--- src/rtl/wtx_pkg.sv ---
package wtx_pkg;

    typedef enum logic [2:0] {
        LN_IDLE,
        LN_START,
        LN_DATA,
        LN_PAR,
        LN_STOP
    } line_state_e;

    typedef enum logic [1:0] {
        SQ_IDLE,
        SQ_LOAD,
        SQ_WAIT
    } seq_state_e;

    function automatic int bit_period(input int clk_hz, input int baud);
        return clk_hz / baud;
    endfunction

endpackage

--- src/rtl/wtx_baud.sv ---
module wtx_baud #(
    parameter int DIV = 2604
) (
    input  logic clk,
    input  logic rst,
    input  logic clr_i,
    output logic tick_o
);
    localparam int CW = (DIV > 1) ? $clog2(DIV) : 1;

    logic [CW-1:0] cnt_q;

    assign tick_o = (cnt_q == CW'(DIV - 1));

    always_ff @(posedge clk) begin
        if (rst || clr_i) begin
            cnt_q <= '0;
        end else if (tick_o) begin
            cnt_q <= '0;
        end else begin
            cnt_q <= cnt_q + 1'b1;
        end
    end

    // divider never passes its terminal count
    assert_cnt_bound_R2: assert property (@(posedge clk) disable iff (rst)
        cnt_q <= CW'(DIV - 1));

endmodule

--- src/rtl/wtx_serializer.sv ---
module wtx_serializer
    import wtx_pkg::*;
#(
    parameter int BYTE_W = 8,
    parameter int DIV    = 2604
) (
    input  logic              clk,
    input  logic              rst,
    input  logic              load_i,
    input  logic [BYTE_W-1:0] byte_i,
    output logic              ready_o,
    output logic              txd_o
);
    localparam int BW = $clog2(BYTE_W);

    line_state_e       state_q;
    logic [BYTE_W-1:0] shift_q;
    logic [BW-1:0]     idx_q;
    logic              par_q;
    logic              txd_q;
    logic              tick;

    wtx_baud #(.DIV(DIV)) u_baud (
        .clk    (clk),
        .rst    (rst),
        .clr_i  (state_q == LN_IDLE),
        .tick_o (tick)
    );

    assign ready_o = (state_q == LN_IDLE);
    assign txd_o   = txd_q;

    always_ff @(posedge clk) begin
        if (rst) begin
            state_q <= LN_IDLE;
            shift_q <= '0;
            idx_q   <= '0;
            par_q   <= 1'b0;
            txd_q   <= 1'b1;
        end else begin
            unique case (state_q)
                LN_IDLE: begin
                    txd_q <= 1'b1;
                    if (load_i) begin
                        shift_q <= byte_i;
                        par_q   <= ^byte_i;
                        txd_q   <= 1'b0;
                        state_q <= LN_START;
                    end
                end
                LN_START: if (tick) begin
                    txd_q   <= shift_q[0];
                    shift_q <= shift_q >> 1;
                    idx_q   <= '0;
                    state_q <= LN_DATA;
                end
                LN_DATA: if (tick) begin
                    if (idx_q == BW'(BYTE_W - 1)) begin
                        txd_q   <= par_q;
                        state_q <= LN_PAR;
                    end else begin
                        txd_q   <= shift_q[0];
                        shift_q <= shift_q >> 1;
                        idx_q   <= idx_q + 1'b1;
                    end
                end
                LN_PAR: if (tick) begin
                    txd_q   <= 1'b1;
                    state_q <= LN_STOP;
                end
                LN_STOP: if (tick) begin
                    state_q <= LN_IDLE;
                end
                default: state_q <= LN_IDLE;
            endcase
        end
    end

    // the line is high for the whole stop bit
    assert_stop_high_R2: assert property (@(posedge clk) disable iff (rst)
        (state_q == LN_STOP) |-> txd_o);

    // an idle serializer leaves the line high from the next cycle on
    assert_idle_high_R1: assert property (@(posedge clk) disable iff (rst)
        (ready_o && !load_i) |=> txd_o);

endmodule

--- src/rtl/wtx_sequencer.sv ---
module wtx_sequencer
    import wtx_pkg::*;
#(
    parameter int WORD_W = 16,
    parameter int BYTE_W = 8
) (
    input  logic              clk,
    input  logic              rst,
    input  logic              word_valid_i,
    input  logic [WORD_W-1:0] word_i,
    input  logic              tx_ready_i,
    output logic              load_o,
    output logic [BYTE_W-1:0] byte_o,
    output logic              busy_o
);
    localparam int NBYTES = WORD_W / BYTE_W;
    localparam int IW     = (NBYTES > 1) ? $clog2(NBYTES) : 1;

    seq_state_e        state_q;
    logic [WORD_W-1:0] hold_q;
    logic [WORD_W-1:0] pend_word_q;
    logic              pend_q;
    logic [IW-1:0]     idx_q;
    logic [WORD_W-1:0] aligned;

    assign aligned = hold_q << (int'(idx_q) * BYTE_W);
    assign byte_o  = aligned[WORD_W-1 -: BYTE_W];
    assign load_o  = (state_q == SQ_LOAD) && tx_ready_i;
    assign busy_o  = (state_q != SQ_IDLE) || pend_q;

    always_ff @(posedge clk) begin
        if (rst) begin
            state_q     <= SQ_IDLE;
            hold_q      <= '0;
            pend_word_q <= '0;
            pend_q      <= 1'b0;
            idx_q       <= '0;
        end else begin
            unique case (state_q)
                SQ_IDLE: begin
                    idx_q <= '0;
                    if (word_valid_i) begin
                        hold_q  <= word_i;
                        pend_q  <= 1'b0;
                        state_q <= SQ_LOAD;
                    end else if (pend_q) begin
                        hold_q  <= pend_word_q;
                        pend_q  <= 1'b0;
                        state_q <= SQ_LOAD;
                    end
                end
                SQ_LOAD: if (load_o) state_q <= SQ_WAIT;
                SQ_WAIT: if (tx_ready_i) begin
                    if (idx_q == IW'(NBYTES - 1)) begin
                        state_q <= SQ_IDLE;
                    end else begin
                        idx_q   <= idx_q + 1'b1;
                        state_q <= SQ_LOAD;
                    end
                end
                default: state_q <= SQ_IDLE;
            endcase
            if (state_q != SQ_IDLE && word_valid_i) begin
                pend_q      <= 1'b1;
                pend_word_q <= word_i;
            end
        end
    end

    // the held word never changes while a transfer runs
    assert_hold_stable_R5: assert property (@(posedge clk) disable iff (rst)
        (state_q != SQ_IDLE) |=> $stable(hold_q));

    // an accepted strobe raises busy on the next cycle
    assert_busy_rise_R7: assert property (@(posedge clk) disable iff (rst)
        (word_valid_i && !busy_o) |=> busy_o);

endmodule

--- src/rtl/word_uart_tx.sv ---
module word_uart_tx
    import wtx_pkg::*;
#(
    parameter int CLK_HZ = 50_000_000,
    parameter int BAUD   = 19200,
    parameter int WORD_W = 16,
    parameter int BYTE_W = 8
) (
    input  logic              clk,
    input  logic              rst,
    input  logic              word_valid_i,
    input  logic [WORD_W-1:0] word_i,
    output logic              txd_o,
    output logic              busy_o
);
    localparam int DIV = bit_period(CLK_HZ, BAUD);

    logic              tx_ready;
    logic              load;
    logic [BYTE_W-1:0] tx_byte;

    wtx_sequencer #(.WORD_W(WORD_W), .BYTE_W(BYTE_W)) u_seq (
        .clk          (clk),
        .rst          (rst),
        .word_valid_i (word_valid_i),
        .word_i       (word_i),
        .tx_ready_i   (tx_ready),
        .load_o       (load),
        .byte_o       (tx_byte),
        .busy_o       (busy_o)
    );

    wtx_serializer #(.BYTE_W(BYTE_W), .DIV(DIV)) u_ser (
        .clk     (clk),
        .rst     (rst),
        .load_i  (load),
        .byte_i  (tx_byte),
        .ready_o (tx_ready),
        .txd_o   (txd_o)
    );

    // a byte is handed over only to an idle serializer
    assert_load_idle_R8: assert property (@(posedge clk) disable iff (rst)
        load |-> tx_ready);

    // a handed-over byte starts with a low start bit
    assert_start_low_R2: assert property (@(posedge clk) disable iff (rst)
        load |=> !txd_o);

    // busy covers every moment the line is not idle
    assert_busy_cover_R7: assert property (@(posedge clk) disable iff (rst)
        !txd_o |-> busy_o);

endmodule

--- config.mk ---
export PLATFORM = sky130hd
export DESIGN_NAME = word_uart_tx
export DESIGN_NICKNAME = d
export VERILOG_FILES = /design/src/rtl/wtx_pkg.sv /design/src/rtl/wtx_baud.sv /design/src/rtl/wtx_serializer.sv /design/src/rtl/wtx_sequencer.sv /design/src/rtl/word_uart_tx.sv
export SDC_FILE = /design/constraint.sdc
export NUM_CORES = 1
export LEC_CHECK = 0
export ABC_AREA = 1
export BUFFER_PORTS_ARGS = -buffer_cell sky130_fd_sc_hd__buf_2
export CELL_PAD_IN_SITES_DETAIL_PLACEMENT = 0
export CELL_PAD_IN_SITES_GLOBAL_PLACEMENT = 1
export CORE_UTILIZATION = 39
export CTS_CLUSTER_SIZE = 12
export DETAILED_ROUTE_END_ITERATION = 8
export GPL_ROUTABILITY_DRIVEN = 0
export GPL_TIMING_DRIVEN = 0
export PLACE_DENSITY = 0.74
export SLEW_MARGIN = 20
export SYNTH_ARGS = -nofsm -noshare
export SYNTH_HDL_FRONTEND = slang
export SYNTH_HIERARCHICAL = 1
export SYNTH_SLANG_ARGS = --single-unit
--- constraint.sdc ---
create_clock -name clk -period 1.4 [get_ports clk]
set_input_delay 0.28 -clock clk [delete_from_list [all_inputs] [get_ports clk]]
set_output_delay 0.28 -clock clk [all_outputs]
set_load 0.02 [all_outputs]
==> results.sh <==
export IMPL_postSynthNetCount=534
export IMPL_cts_max_level=3
export IMPL_period_share_pct=104
export IMPL_power_w=0.00944
export IMPL_timing_max_transition_violations_final=0
export IMPL_pwr_share_seq_pct=29.0
export IMPL_route_detailed_wl_per_inst_um=11.9
export IMPL_maximum_fanout_count_along_the_critical_path=7
export IMPL_postRouteWirelength_um=8040
export IMPL_antennaDiodeCount=0
export IMPL_globalRoute_totalOverflow=0
export IMPL_min_delay_path_class="in -> reg"
export IMPL_antenna_left=0
export IMPL_grt_antenna_before_repair=0
export IMPL_peakVddDrop_mv=0.819
export IMPL_synth_top_area_cell="sky130_fd_sc_hd__dfxtp_1"
export IMPL_arrival_ps=1700
export IMPL_worst_ep_required_time_ps=1640
export IMPL_final_instance_count_excl_fill=674
export IMPL_r2r_start="u_ser/idx_q[0]$_SDFFE_PP0P_"
export IMPL_worst_setup_hold_path_clk_slew_ps=70
export IMPL_final_design_utilization_pct=52.3
export IMPL_synthesis_yosys_warnings=6
export IMPL_hpwl_um=5670
export IMPL_cts_buffers=9
export IMPL_ios=21
export IMPL_tritoncts="yes"
export IMPL_finalHoldViolCount=0
export IMPL_timing_rr_end="u_ser/shift_q[0]$_SDFFE_PP0P_"
export IMPL_yosys_area_top_type_share_pct=38.7
export IMPL_finalNetCount=588
export IMPL_hold_buffers=0
export IMPL_crit_path_start="u_ser/idx_q[0]$_SDFFE_PP0P_"
export IMPL_drt_pass1_iterations=4
export IMPL_max_freq_mhz=685
export IMPL_clk_skew_ps=5.17
export IMPL_floorplan_die_area_um2=8870
export IMPL_worst_r2r_setup_slack_ps=-60
export IMPL_grt_first_pass_wirelength_um=13400
export IMPL_clk_insertion_delay_late_ps=340
export IMPL_violations="setup timing"
export IMPL_root_buf_cell="sky130_fd_sc_hd__clkbuf_8"
export IMPL_synthesis_instances=510
export IMPL_max_slew_worst_pin_slew_ps=408
export IMPL_sw_frac_of_total_pct=43.7
export IMPL_syn2layout_area_growth_pct=29.7
export IMPL_p_int_w=0.00532
export IMPL_worst_r2r_path_depth=9
export IMPL_grt_total_usage_pct=19.6
export IMPL_period_needed_ps=1460
export IMPL_place_worst_setup_slack_ps=-322
export IMPL_synth_area_per_cell_um2=6.50
export IMPL_unrepaired_setup_endpoints_after_global_routing="true"
export IMPL_total_via_count_in_the_routed_design=3158
export IMPL_1st_iter_drt_viols=89
export IMPL_layout_common_cells="sky130_fd_sc_hd__nand2_1, sky130_fd_sc_hd__nor2_1, sky130_fd_sc_hd__dfxtp_1, sky130_fd_sc_hd__inv_1, sky130_fd_sc_hd__o21ai_0"
export IMPL_ctsLongestPathBuffers=2
export IMPL_power_switching_w=0.00412
export IMPL_postPlaceCellArea_um2=3590
export IMPL_final_fill_count=853
export IMPL_fin_ws_ps=-60.1
export IMPL_initial_core_util_pct=40.3
export IMPL_max_cap_viol_count=0
export IMPL_ys_top_cells_by_area="sky130_fd_sc_hd__dfxtp_1, sky130_fd_sc_hd__nand2_1, sky130_fd_sc_hd__nor2_1"
export IMPL_postLayoutCellArea_um2=4300
export IMPL_synth_ff_latch_count=64
export IMPL_placement_io_buffers=20
export IMPL_design_core_area_um2=8220
export IMPL_cts_num_sinks=64
export IMPL_setup_viol=8
export IMPL_power_frac_clock_pct=14.7
export IMPL_synth_edf_count=0
export IMPL_run_status="finished with violations"
export IMPL_grt_start_max_net_pins=11
export IMPL_detail_route_drc_violations=0
export IMPL_setup_worst_path_start_class="register"
export IMPL_netlist_cell_type_count=34
export IMPL_vias_per_cell=4.69
export IMPL_num_rows=33
export IMPL_worst_setup_path_type="reg -> reg"
export IMPL_post_place_cells=635
export IMPL_leakagePower_nw=1.89
export IMPL_comb_power_share_pct=56.2
export IMPL_relSlewSlack_pct=72.8
export IMPL_main_flop_type_after_synthesis="sky130_fd_sc_hd__dfxtp_1"
export IMPL_first_global_vias=2998
export IMPL_layout_drive_gt1_share_pct=30.1
export IMPL_layout_cells_most_common="sky130_fd_sc_hd__nand2_1"
export IMPL_die_w_um=94.2
export IMPL_post_synth_instance_area_um2=3310
export IMPL_cellPowerDensity_nw_per_um2=2200
export IMPL_synth_async_reset_ratio_pct=0
export IMPL_critPathCaptureType="register"
export IMPL_synth_seq_area_share_pct=38.7
export IMPL_die_y_um=94.2
export IMPL_critical_path_endpoint="u_ser/shift_q[0]$_SDFFE_PP0P_"
==> logic make-up after synthesis <==
| logic type | share of synthesized area (%) |
|---|---|
| buffers and inverters | 10.0 |
| muxes | 0.340 |
| xor gates and xnor gates | 1.59 |
| DFF | 38.7 |
| and+or+nand+nor | 34.1 |
| AOI/OAI and AO/OA | 13.4 |
| adders and majority gates | 1.89 |
==> flip-flops by register name, indices dropped and copies added, names as in the netlist <==
name                cells
u_ser/txd_o             1
u_seq/idx_q             1
u_ser/shift_q           8
u_seq/pend_word_q      16
u_ser/idx_q             3
u_ser/state_q           3
u_ser/par_q             1
u_seq/hold_q           16
u_seq/state_q           2
u_seq/pend_q            1
u_ser/u_baud/cnt_q     12
==> worst min path at each step <==
stage | startpoint | endpoint | slack, ps | cells after the start
after floorplan | rst | u_ser/idx_q[0]$_SDFFE_PP0P_ | 340 | 1
final | word_i[4] | u_seq/pend_word_q[4]$_SDFFE_PP0P_ | 210 | 3
after CTS | word_i[10] | u_seq/pend_word_q[10]$_SDFFE_PP0P_ | 190 | 3
after global placement | u_ser/u_baud/cnt_q[0]$_SDFF_PP0_ | u_ser/u_baud/cnt_q[0]$_SDFF_PP0_ | 440 | 1
after global routing | word_i[7] | u_seq/pend_word_q[7]$_SDFFE_PP0P_ | 210 | 3
after detailed placement | u_seq/pend_word_q[1]$_SDFFE_PP0P_ | u_seq/pend_word_q[1]$_SDFFE_PP0P_ | 450 | 2
==> final cells by class <==
class,count,area [um^2],share of cell area [%]
plain buffers,17,141,3.29
clock buffers,13,149,3.46
clock inverters,3,17.5,0.407
inverters,56,214,4.98
multi-input cells,371,2030,47.1
flip-flops and latches,64,1310,30.4
well taps,105,131,3.06
repair buffers,45,312,7.25
==> critical path, cell delays in order (launching register included) <==
cell and delay (ps):
sky130_fd_sc_hd__dfxtp_2 340, sky130_fd_sc_hd__ha_4 170, sky130_fd_sc_hd__ha_4 170, sky130_fd_sc_hd__o21ai_4 130, sky130_fd_sc_hd__nand2_2 70, sky130_fd_sc_hd__nor2_4 110, sky130_fd_sc_hd__nand2_4 90, sky130_fd_sc_hd__buf_6 150
sky130_fd_sc_hd__nor2_4 100, sky130_fd_sc_hd__nor2_1 40
==> timing repair <==
action	4_1_cts	5_1_grt
gates cloned	2	1
buffers inserted	19	3
pin swaps	15	16
endpoints found under the setup margin	15	25
resized for setup	56	59
==> metrics by stage <==
step                hold WS (ps)  setup TNS, ps
finish                       208           -333
global route                 211          -1400
CTS                          194           -725
detailed placement           448          -2460
global placement             439          -2180
floorplan                    342          -2.99
==> Yosys cell counts, types with 2 or more instances <==
library cell	count
sky130_fd_sc_hd__nand2_1	142
sky130_fd_sc_hd__nor2_1	92
sky130_fd_sc_hd__dfxtp_1	64
sky130_fd_sc_hd__inv_1	52
sky130_fd_sc_hd__o21ai_0	48
sky130_fd_sc_hd__a21oi_1	31
sky130_fd_sc_hd__nand3_1	13
sky130_fd_sc_hd__nand2_2	10
sky130_fd_sc_hd__buf_2	5
sky130_fd_sc_hd__clkbuf_1	5
sky130_fd_sc_hd__ha_1	5
sky130_fd_sc_hd__buf_6	4
sky130_fd_sc_hd__nand3_2	4
sky130_fd_sc_hd__o21ai_1	4
sky130_fd_sc_hd__buf_4	3
sky130_fd_sc_hd__inv_2	3
sky130_fd_sc_hd__xnor2_1	3
sky130_fd_sc_hd__xor2_1	3
sky130_fd_sc_hd__nand2_4	2
sky130_fd_sc_hd__nor2_2	2
sky130_fd_sc_hd__nor3_1	2
==> per-layer routing <==
metal	global-route usage (%)	part of all wire, %
met2	33.3	48
met3	5.10	2.5
met4	5.77	1.4
met5	0	0
met1	24.0	48
==> power groups by stage <==
stage                     clock network (W)  logic [W]  registers [W]
final                               0.00139    0.00531        0.00274
after global placement                    0    0.00384        0.00269
after global routing                0.00152    0.00594        0.00280
after CTS                           0.00146    0.00482        0.00269
after floorplan                           0    0.00311        0.00263
after detailed placement                  0    0.00389        0.00270
No activity file was read; power rests on OpenSTA's default activity.
